===== config.mk =====
export PLATFORM = sky130hd
export DESIGN_NAME = lbcap_fifo
export DESIGN_NICKNAME = d
export VERILOG_FILES = /design/src/rtl/lbcap_pkg.sv /design/src/rtl/lbcap_wr_ctrl.sv /design/src/rtl/lbcap_store.sv /design/src/rtl/lbcap_rd_ctrl.sv /design/src/rtl/lbcap_fifo.sv
export SDC_FILE = /design/constraint.sdc
export NUM_CORES = 1
export LEC_CHECK = 0
export BUFFER_PORTS_ARGS = -buffer_cell sky130_fd_sc_hd__buf_4
export CORE_UTILIZATION = 54
export DETAILED_ROUTE_END_ITERATION = 6
export PLACE_DENSITY_LB_ADDON = 0.08
export SLEW_MARGIN = 20
export SYNTH_ARGS = -nofsm -noshare
export SYNTH_HDL_FRONTEND = slang
export SYNTH_HIERARCHICAL = 1
export SYNTH_SLANG_ARGS = --single-unit

===== constraint.sdc =====
create_clock -name clk -period 2.3 [get_ports clk]
set_input_delay 0.23 -clock clk [delete_from_list [all_inputs] [get_ports clk]]
set_output_delay 0.23 -clock clk [all_outputs]
set_load 0.03 [all_outputs]

===== src/rtl/lbcap_pkg.sv =====
package lbcap_pkg;
  function automatic int unsigned lbcap_aw(input int unsigned depth);
    return (depth <= 1) ? 1 : $clog2(depth);
  endfunction
endpackage


===== src/rtl/lbcap_wr_ctrl.sv =====
module lbcap_wr_ctrl #(
  parameter int unsigned DEPTH = 8,
  localparam int unsigned AW = lbcap_pkg::lbcap_aw(DEPTH)
) (
  input  logic          clk,
  input  logic          rst,
  input  logic          pkt_start,
  input  logic          wr,
  output logic [AW-1:0] wr_addr,
  output logic [AW-1:0] base,
  output logic [AW:0]   fill
);
  logic [AW-1:0] wp;

  assign wr_addr = pkt_start ? '0 : wp;

  always_ff @(posedge clk) begin
    if (rst) begin
      wp   <= '0;
      fill <= '0;
      base <= '0;
    end else if (pkt_start) begin
      wp   <= wr ? AW'(1) : '0;
      fill <= wr ? (AW+1)'(1) : '0;
      base <= '0;
    end else if (wr) begin
      wp <= wp + AW'(1);
      if (fill == (AW+1)'(DEPTH)) base <= base + AW'(1);
      else                        fill <= fill + (AW+1)'(1);
    end
  end

  assert_fill_bound_R3: assert property (@(posedge clk) disable iff (rst)
    fill <= (AW+1)'(DEPTH));

  assert_base_fixed_until_full_R5: assert property (@(posedge clk) disable iff (rst)
    (fill < (AW+1)'(DEPTH)) |-> (base == '0));

  assert_start_empties_R8: assert property (@(posedge clk) disable iff (rst)
    pkt_start |=> (fill <= (AW+1)'(1)) && (base == '0));
endmodule


===== src/rtl/lbcap_store.sv =====
module lbcap_store #(
  parameter int unsigned DATA_W = 8,
  parameter int unsigned DEPTH  = 8,
  localparam int unsigned AW = lbcap_pkg::lbcap_aw(DEPTH)
) (
  input  logic              clk,
  input  logic              we,
  input  logic [AW-1:0]     waddr,
  input  logic [DATA_W-1:0] wdata,
  input  logic              re,
  input  logic [AW-1:0]     raddr,
  output logic [DATA_W-1:0] rdata
);
  logic [DATA_W-1:0] mem [DEPTH];

  always_ff @(posedge clk) begin
    if (we) mem[waddr] <= wdata;
  end

  always_ff @(posedge clk) begin
    if (re) rdata <= mem[raddr];
  end
endmodule


===== src/rtl/lbcap_rd_ctrl.sv =====
module lbcap_rd_ctrl #(
  parameter int unsigned DEPTH = 8,
  localparam int unsigned AW = lbcap_pkg::lbcap_aw(DEPTH)
) (
  input  logic          clk,
  input  logic          rst,
  input  logic          lb_en,
  input  logic          pkt_start,
  input  logic          rd_stb,
  input  logic [AW-1:0] base,
  input  logic [AW:0]   fill,
  output logic [AW-1:0] rd_addr,
  output logic          rd_hit
);
  logic [AW-1:0] idx;

  assign rd_addr = base + idx;
  assign rd_hit  = lb_en && ({1'b0, idx} < fill);

  always_ff @(posedge clk) begin
    if (rst || pkt_start) idx <= '0;
    else if (rd_stb && lb_en) idx <= idx + AW'(1);
  end

  assert_idle_read_holds_pos_R7: assert property (@(posedge clk) disable iff (rst)
    (rd_stb && !lb_en && !pkt_start) |=> $stable(idx));

  assert_start_rewinds_R8: assert property (@(posedge clk) disable iff (rst)
    pkt_start |=> (idx == '0));
endmodule


===== src/rtl/lbcap_fifo.sv =====
module lbcap_fifo #(
  parameter int unsigned DATA_W = 8,
  parameter int unsigned DEPTH  = 8,
  localparam int unsigned AW = lbcap_pkg::lbcap_aw(DEPTH)
) (
  input  logic              clk,
  input  logic              rst,
  input  logic              lb_en,
  input  logic              pkt_start,
  input  logic              tx_valid,
  input  logic [DATA_W-1:0] tx_byte,
  input  logic              rd_stb,
  output logic [DATA_W-1:0] rd_data
);
  logic              wr;
  logic [AW-1:0]     wr_addr;
  logic [AW-1:0]     base;
  logic [AW:0]       fill;
  logic [AW-1:0]     rd_addr;
  logic              rd_hit;
  logic              hit_q;
  logic [DATA_W-1:0] mem_q;

  assign wr = tx_valid && lb_en;

  lbcap_wr_ctrl #(.DEPTH(DEPTH)) u_wr (
    .clk(clk), .rst(rst), .pkt_start(pkt_start), .wr(wr),
    .wr_addr(wr_addr), .base(base), .fill(fill)
  );

  lbcap_rd_ctrl #(.DEPTH(DEPTH)) u_rd (
    .clk(clk), .rst(rst), .lb_en(lb_en), .pkt_start(pkt_start),
    .rd_stb(rd_stb), .base(base), .fill(fill),
    .rd_addr(rd_addr), .rd_hit(rd_hit)
  );

  lbcap_store #(.DATA_W(DATA_W), .DEPTH(DEPTH)) u_mem (
    .clk(clk), .we(wr), .waddr(wr_addr), .wdata(tx_byte),
    .re(rd_stb), .raddr(rd_addr), .rdata(mem_q)
  );

  always_ff @(posedge clk) begin
    if (rst) hit_q <= 1'b0;
    else if (rd_stb) hit_q <= rd_hit;
  end

  assign rd_data = hit_q ? mem_q : '0;

  assert_off_read_zero_R7: assert property (@(posedge clk) disable iff (rst)
    (rd_stb && !lb_en) |=> (rd_data == '0));

  assert_hold_without_read_R4: assert property (@(posedge clk) disable iff (rst)
    !rd_stb |=> $stable(rd_data));

  assert_reset_zero_R1: assert property (@(posedge clk)
    rst |=> (rd_data == '0));
endmodule


==> flow_results.org, run 1 <==
** STA
- Final critical path time including I/O delays and setup :: 2.34 ns
- Final worst path period share :: 1.02
- Total setup violations reported at the end of the flow :: 3
- Worst path setup slack after routing :: -0.0377 ns
- Derived from the worst setup path, the maximum achievable clock frequency is 0.428 GHz.
- Worst Skew :: 0.00819 ns
- Pins Over Slew Limit :: 0
- Transition time at the pin with the least slew margin :: 0.500 ns
- Headroom to the max-slew limit came out at 0.666.
- Setup repair after global routing could not meet its margin everywhere.
- Total count of hold-check failures in the final report :: 0
- TNS Setup :: -0.0732 ns

** Route
- 1st-pass router iterations :: 6
- Remaining antenna violation count :: 0
- Vias post-DR :: 1853
- For this block, the routed nets add up to 6.11 mm of wire.
- Routed len/inst :: 18.4 µm
- Number of DRC markers after the initial detailed-route iteration :: 123
- In the routed layout, each cell is associated on average with a via count of 5.58.
- After detailed routing, the number of remaining DRC violations is 4.

** Worst setup path
- Along the worst path, the maximum fanout reaches 8.
- By startpoint and endpoint, the worst setup path is classified as reg2reg.
- Logic depth of the worst register-to-register path :: 9
- The critical path goes through ha_4, inv_2, fa_2, xor2_2, xnor2_2, buf_4, clkbuf_16, mux4_2, mux2_4.
- The largest single stage delay on the critical path is 0.36 ns.
- The largest individual stage delay along the critical path comes from the cell dfxtp_2.
- Setup slack on the worst flop-to-flop path :: -0.04 ns
- For the worst setup path, the data required time is 2.39 ns.
- The worst setup path is launched from a flop.
- Element type at the critical path end :: flop
- Critical path arrival :: 2.43 ns

** GRT
- Via count of the first global-routing pass :: 1875
- Overall routing resource usage :: 0.188
- The initial antenna violation count is 0.
- Total overflow reported by the global router :: 0
- Entering global routing, the biggest net connects 17 pins.
- Global-route wire length before repair :: 9.59 mm

** Run
- The tool flagged a number of max-cap violations equal to 0.

** Worst hold path
- The path class of the tightest hold or removal check is in2reg.
- Worst Hold Path Cells :: 1

** Yosys
- In this run the mean area of a mapped cell was 17.4 µm².
- Counting distinct cell types in the post-synthesis netlist gives 38.
- The share of synthesized area in the top cell type comes to 0.593.
- The number of nets handed over by synthesis was 232.
- Combined area of all synthesized cells :: 0.00365 mm²
- Biggest area consumer among synthesized cells :: edfxtp_1
- Counting flops with an async set or reset pin after synthesis yields a share of 0.
- In the synthesized netlist the dominant register cell turns out to be edfxtp_1.
- Sorting the synthesized cells by area gives the leading types as edfxtp_1 59%, mux4_1 11%, dfxtp_1 7.7%.
- Yosys mapped a number of flops with a built-in enable equal to 72.
- Sequential share of the synthesized area :: 0.670
- Yosys printed 6 warnings.
- Number of flip-flops and latches in the synthesized netlist :: 86
- Cell count after synthesis :: 209

** Placed design
- Sum of net half-perimeters after detailed placement :: 3.99 mm
- Port buffering added 21 buffers.
- Worst slack at placement :: -0.0542 ns
- Once placement finished, the instance area stood at 0.00396 mm².
- Routability-driven placement finished with a final weighted congestion of 0.729.

** Status
- The final reports fail on design-rule violations, negative setup slack.
- Status :: finished, violations left

** Final layout
- Diodes inserted :: 0
- Area added between synthesis and finish :: 16.4%
- Of the cells placed in the final design, the portion with a size suffix greater than 1 is 0.333.
- Share of the core filled with cells in the final layout :: 0.661
- Layout net count :: 273
- Filler Cell Count :: 440
- Post-route cell area :: 0.00425 mm²

** Clock network
- CTS tree :: yes
- Clock insertion delay at the later pin of the skew report :: 0.33 ns
- The H-tree was split into 3 levels.
- Clock tree synthesis selected as its root buffer the cell clkbuf_8.
- CTS saw 86 sinks.
- Number of clock buffers inserted by TritonCTS :: 9
- Worst-case clock buffer depth :: 2
- Clock slew seen by the registers of the worst setup and hold paths :: 0.09 ns

** Floorplanning
- The total area inside the core boundary comes to 0.00642 mm².
- The die covers 0.00708 mm².
- Die Y-Extent :: 84.2 µm
- Number of ports placed on the die boundary :: 22
- After floorplanning, the core was divided into 29 placement rows.
- Measured along the x axis, the die boundary spans 84.2 µm.
- The initial utilization of the core area, before any placement, comes to 0.568.

** Power and ir drop
- Across the VDD grid, the largest voltage drop is 0.584 mV.
- In this run the power density over the cells is 702 mW/mm².
- Leakage power :: 1.51 nW
- Overall power consumption after layout is estimated at 2.98 mW.
synth_stat cells, types with 2 or more instances:
library cell,instances
nand3_1,2
inv_1,12
nor2_1,14
mux4_1,15
nand2b_1,3
edfxtp_1,72
mux2i_1,4
buf_6,2
mux2_2,8
dfxtp_1,14
xor2_1,5
nor3_1,4
xnor2_1,3
ha_1,8
and2_2,8
nor2b_1,3
clkbuf_1,2
nand2_1,6
a21oi_1,4
o21ai_0,2
flip-flops by register name, summed over array words and instances, names as in the netlist:
register     count
hit_q            1
u_mem/mem       64
u_rd/idx         3
u_wr/wp          3
u_mem/rdata      8
u_wr/base        3
u_wr/fill        4
cell families after synthesis:
kind of cell | count (synthesis) | share of synthesized area
buffers and inverters | 19 | 0.0285
and+or+nand+nor | 48 | 0.0772
xor gates and xnor gates | 8 | 0.0192
muxes | 28 | 0.150
adders and majority gates | 9 | 0.0329
AOI/OAI and AO/OA | 11 | 0.0223
DFF | 86 | 0.670
power breakdown:
part / internal (mW) / leakage, nW / switching (mW)
sequential: 1.71 / 0.771 / 0.00820
combinational: 0.0575 / 0.630 / 0.0627
clock: 0.620 / 0.107 / 0.524
routing by layer:
layer,part of all wire,up-vias,track usage
met5,0,-,0
met4,0.011,0,0.0768
met3,0.028,7,0.0393
met2,0.49,30,0.311
met1,0.47,932,0.246
li1,-,884,-
repair_timing:
| item | 4_1_cts | 5_1_grt |
|---|---|---|
| pin swaps | 1 | 2 |
| setup endpoints to repair | 8 | 8 |
| buffers inserted | 1 | 2 |
| hold buffers | 0 | 0 |
| cloned | 1 | 0 |
| gates resized for setup | 9 | 7 |
| endpoints found under the hold margin | 0 | 0 |
metrics by stage:
| step | hold slack (ns) | cells |
|---|---|---|
| 2_1_floorplan | 0.299 | 209 |
| 3_5_place_dp | 0.462 | 313 |
| 5_1_grt | 0.0997 | 332 |
| 4_1_cts | 0.0960 | 331 |
| 6_report | 0.111 | 332 |
| 3_3_place_gp | 0.456 | 313 |
cells in the final DEF, fill, tap and decap left out, types with 2 or more instances in the layout:
master	n
and2_2	8
a21oi_1	4
clkinv_4	2
nand2_1	6
nand3_1	2
mux4_2	4
mux2_4	3
mux4_1	12
clkbuf_8	9
dfxtp_1	12
o21ai_0	2
nand2b_1	3
dfxtp_2	2
buf_4	35
inv_1	11
xnor2_1	2
bufinv_16	2
xor2_1	4
mux2_2	5
nor2b_1	3
nor2_1	14
nor3_1	4
ha_1	7
edfxtp_1	72
mux2i_1	4
worst max-delay path, delay by kind of cell, from the launching register on:
| family | cells | cell delay (ns) |
|---|---|---|
| buffers and inverters | 3 | 0.32 |
| DFF | 1 | 0.36 |
| adders and majority gates | 2 | 0.49 |
| xor gates and xnor gates | 2 | 0.34 |
| muxes | 2 | 0.58 |
final timing paths:
kind | from | endpoint
worst max register to register | u_wr/base[0] | u_mem/rdata[2]
worst min register to register | u_wr/wp[2] | u_wr/wp[2]
worst max-delay path | u_wr/base[0] | u_mem/rdata[2]
worst min-delay path | tx_byte[4] | u_mem/mem[2][4]
layout make-up:
type                            count  area [µm²]  share of cell area
Sequential cell                    86        2440               0.576
Tap cell                           77        96.3              0.0227
Multi-Input combinational cell    104        1130               0.266
Clock inverter                      6        93.8              0.0221
Clock buffer                       10         128              0.0301
Inverter                           12        45.0              0.0106
Timing Repair Buffer               37         308              0.0725
No activity file was read; power rests on OpenSTA's default activity.
==> run 2: changes to the inputs <==
--- a/config.mk
+++ b/config.mk
@@ -6,7 +6,9 @@
 export NUM_CORES = 1
 export LEC_CHECK = 0
 export BUFFER_PORTS_ARGS = -buffer_cell sky130_fd_sc_hd__buf_4
-export CORE_UTILIZATION = 54
+export CELL_PAD_IN_SITES_DETAIL_PLACEMENT = 0
+export CELL_PAD_IN_SITES_GLOBAL_PLACEMENT = 1
+export CORE_UTILIZATION = 46
 export DETAILED_ROUTE_END_ITERATION = 6
 export PLACE_DENSITY_LB_ADDON = 0.08
 export SLEW_MARGIN = 20
@@ -14,3 +16,4 @@
 export SYNTH_HDL_FRONTEND = slang
 export SYNTH_HIERARCHICAL = 1
 export SYNTH_SLANG_ARGS = --single-unit
+export TNS_END_PERCENT = 30
==> run 2 against run 1 <==
Against the previous run:
- largest cell class unchanged
- critical path type unchanged
- sequential power hardly changed
- largest power group unchanged
- clock skew is 0.0027 ns lower
- global-route usage is 1.6 points lower
- the run now ends clean
- combinational power hardly changed
- cell count is 7.5% higher
- die area is 17% higher
==> flow_results.org, run 2 (synthesis results as in run 1) <==
** Worst setup path
- Logic depth of the worst register-to-register path :: 9 (unchanged)
- Cell with the largest stage delay on the worst path :: fa_2
- Top fanout value on the critical path :: 8 (unchanged)
- The arrival time at the worst endpoint is 2.39 ns (-0.04 ns).
- STA classifies the critical path startpoint as a flop.
- STA classifies the critical path endpoint as a flop.
- In this run the worst setup path begins at u_wr/base[0].
- The setup slack of the worst register-to-register path is 0.02 ns (+0.06 ns).
- CP peak stage delay :: 0.35 ns (about the same)
- The required time of the worst setup path is 2.41 ns (+0.02 ns).
- Reg-to-reg critical path startpoint :: u_wr/base[0]
- Class of the most critical setup path :: reg2reg
- Endpoint of the lowest-slack register-to-register path :: u_mem/rdata[2]
- Termination of the worst setup path :: u_mem/rdata[2]
- CP cell instances :: ha_1, inv_1, fa_2, xor2_2, xnor2_2, buf_4, clkbuf_16, mux4_2, mux2_2

** Route
- Number of DRC markers after the initial detailed-route iteration :: 50 (-59%)
- The post-detailed-route via-to-cell ratio was 5.23 (-6.2%).
- Remaining antenna violation count :: 0 (unchanged)
- The number of detailed-route iterations in the first pass was 4 (-2).
- Vias post-DR :: 1868 (+0.81%)
- The routed wirelength normalized by instance count came to 18.3 µm (-0.55%).
- Number of remaining DRC errors :: 0 (-4)
- The detailed-route wire length is 6.54 mm (+6.9%).

** STA
- Worst-case hold slack :: 0.105 ns (-0.00628 ns)
- Transition time at the pin with the least slew margin :: 0.504 ns (+0.00342 ns)
- Setup repair after global routing could not meet its margin everywhere.
- Final critical path time including I/O delays and setup :: 2.28 ns (-0.0598 ns)
- Pins Over Slew Limit :: 0 (unchanged)
- Worst path setup slack after routing :: 0.0221 ns (+0.0598 ns)
- The max-slew headroom at the worst pin is 0.664 (-0.00228).
- The total negative slack for setup checks is 0 ns (+0.0732 ns).
- The count of final hold-check violations came to 0 (unchanged).
- Peak Freq :: 0.439 GHz (+2.6%)
- Total setup violations reported at the end of the flow :: 0 (-3)
- Final worst path period share :: 0.990 (-0.0260)
- Worst Skew :: 0.00544 ns (-0.00275 ns)

** Final layout
- The ratio of cells with drive above 1 in the final layout came to 0.322 (-0.0118).
- The largest registers in the layout are u_mem/mem: 64 flops, u_mem/rdata: 8 flops, u_wr/fill: 4 flops.
- In the layout the commonest cells are 72 x edfxtp_1, 35 x buf_4, 14 x nor2_1.
- The final layout net count is 273 (unchanged).
- The register with the most flip-flops in the final layout is u_mem/mem.
- The number of flip-flops under the largest register name is 64 (unchanged).
- Leaving out fill and tap cells, the most frequent cell in the layout is edfxtp_1.
- The count of inserted antenna diode cells was 0 (unchanged).
- Area added between synthesis and finish :: 15.8%
- The final non-filler cell area came to 0.00422 mm² (-0.59%).
- The count of filler cells inserted in the layout was 640 (+45%).

** Placed design
- Buffers added on ports :: 21 (unchanged)
- Gpl congestion :: 0.735 (+0.82%)
- The half-perimeter wire length after placement came to 4.12 mm (+3.1%).
- The instance area after placement came to 0.00400 mm² (+0.79%).
- Worst slack at placement :: -0.0235 ns (+0.0307 ns)

** Power and ir drop
- The cell internal power dissipation was 2.17 mW (-9.0%).
- Power Dens Cells :: 664 mW/mm² (-5.4%)
- The combinational cell fraction of total power came to 0.043 (+0.003).
- Leakage power :: 1.49 nW (-1.2%)
- The maximum resistive drop on vdd came to 0.341 mV (-42%).
- The sequential cell fraction of total power came to 0.612 (+0.036).
- The net switching fraction of the power came to 0.225 (+0.0253).
- The final total power was 2.80 mW (-6.0%).
- Clock Power Share :: 0.345 (-0.039)
- The net switching power of the design came to 0.631 mW (+5.9%).

** GRT
- The routing usage on met2 was 0.291 (-0.0204).
- The global-route congestion overflow total is 0 (unchanged).
- Largest net degree at the start of global routing :: 17 (unchanged)
- The initial antenna violation count was 0 (unchanged).
- Routing layer with the top usage in global route :: met2
- Met1 routing resource usage after global routing :: 0.219 (-0.0264)
- Met3 usage :: 0.0327 (-0.00667)
- Via count of the first global-routing pass :: 1890 (+0.80%)
- Overall routing resource usage :: 0.172 (-0.0156)
- Global-route wire length before repair :: 10.1 mm (+5.1%)

** Floorplanning
- The die extent in y is 91.0 µm (+8.2%).
- Count of standard-cell rows :: 32 (+10%)
- Area of the core :: 0.00769 mm² (+20%)
- Overall die width :: 91.0 µm (+8.2%)
- Die ar. :: 0.00829 mm² (+17%)
- The initial core utilization was 0.474 (-0.0934).
- Number of ports placed on the die boundary :: 22 (unchanged)

** Clock network
- The total number of clock tree sinks came to 86 (unchanged).
- TritonCTS built the clock tree.
- Worst-case clock buffer depth :: 2 (unchanged)
- Clock slew seen by the registers of the worst setup and hold paths :: 0.09 ns (about the same)
- Number of levels in the clock H-tree :: 3 (unchanged)
- The later-pin clock latency in the skew report came to 0.35 ns (+0.02 ns).
- The hold buffer count at cts was 0 (unchanged).
- The cell sitting at the root of the clock tree is a clkbuf_8.
- Number of clock buffers inserted by TritonCTS :: 9 (unchanged)

** Status
- Status :: finished, final reports clean

** Run
- The number of max-capacitance violations reported was 0 (unchanged).

** Worst hold path
- Worst hold path class :: in2reg
[run 2: how the worst min path moves through the flow]
stage | from | cells past startpoint | endpoint | slack [ns]
after floorplan | pkt_start | 1 | u_rd/idx[2] | 0.30
after detailed placement | tx_byte[4] | 1 | u_mem/mem[5][4] | 0.47
after global routing | tx_byte[4] | 1 | u_mem/mem[5][4] | 0.1
after CTS | tx_byte[4] | 1 | u_mem/mem[5][4] | 0.09
final | tx_byte[5] | 1 | u_mem/mem[2][5] | 0.10
after global placement | tx_byte[4] | 1 | u_mem/mem[2][4] | 0.45
[run 2: area by class of cell]
cell class | count | area [µm²] | area share
Clock buffer | 9 | 124 | 0.0294
Sequential cell | 86 | 2440 | 0.579
Inverter | 12 | 45.0 | 0.0107
Clock inverter | 7 | 57.6 | 0.0136
Timing Repair Buffer | 37 | 308 | 0.0729
Multi-Input combinational cell | 104 | 1110 | 0.264
Tap cell | 102 | 128 | 0.0302
[run 2: metrics by stage]
stage / std cells / util
floorplan: 209 / -
global placement: 338 / 0.520
detailed placement: 338 / 0.520
CTS: 356 / 0.550
global route: 357 / 0.549
finish: 357 / 0.549
[run 2: timing repair]
action                                  4_1_cts  5_1_grt
resized for setup                             8        2
gates cloned                                  1        0
buffers inserted                              1        2
pin swaps                                     1        1
endpoints found under the setup margin        7        8
[run 2: worst max-delay path: cells and delay by family, from the launching register on]
| kind | cells | cell delay [ns] |
|---|---|---|
| xor gates and xnor gates | 2 | 0.32 |
| adders and majority gates | 2 | 0.49 |
| DFF | 1 | 0.34 |
| buffers and inverters | 3 | 0.33 |
| muxes | 2 | 0.56 |
[run 2: power by group through the flow]
| stage | Clock [mW] | Combinational [mW] | Sequential, mW |
|---|---|---|---|
| 2_1_floorplan | 0 | 0.0655 | 1.75 |
| 3_3_place_gp | 0 | 0.113 | 1.75 |
| 3_5_place_dp | 0 | 0.121 | 1.75 |
| 4_1_cts | 0.996 | 0.122 | 1.71 |
| 5_1_grt | 1.05 | 0.132 | 1.71 |
| 6_report | 0.967 | 0.120 | 1.71 |
[run 2: layer usage]
metal	share of wire	routed length [µm]
met5	0	0
met4	0.016	106
met3	0.021	134
met2	0.52	3370
met1	0.45	2920
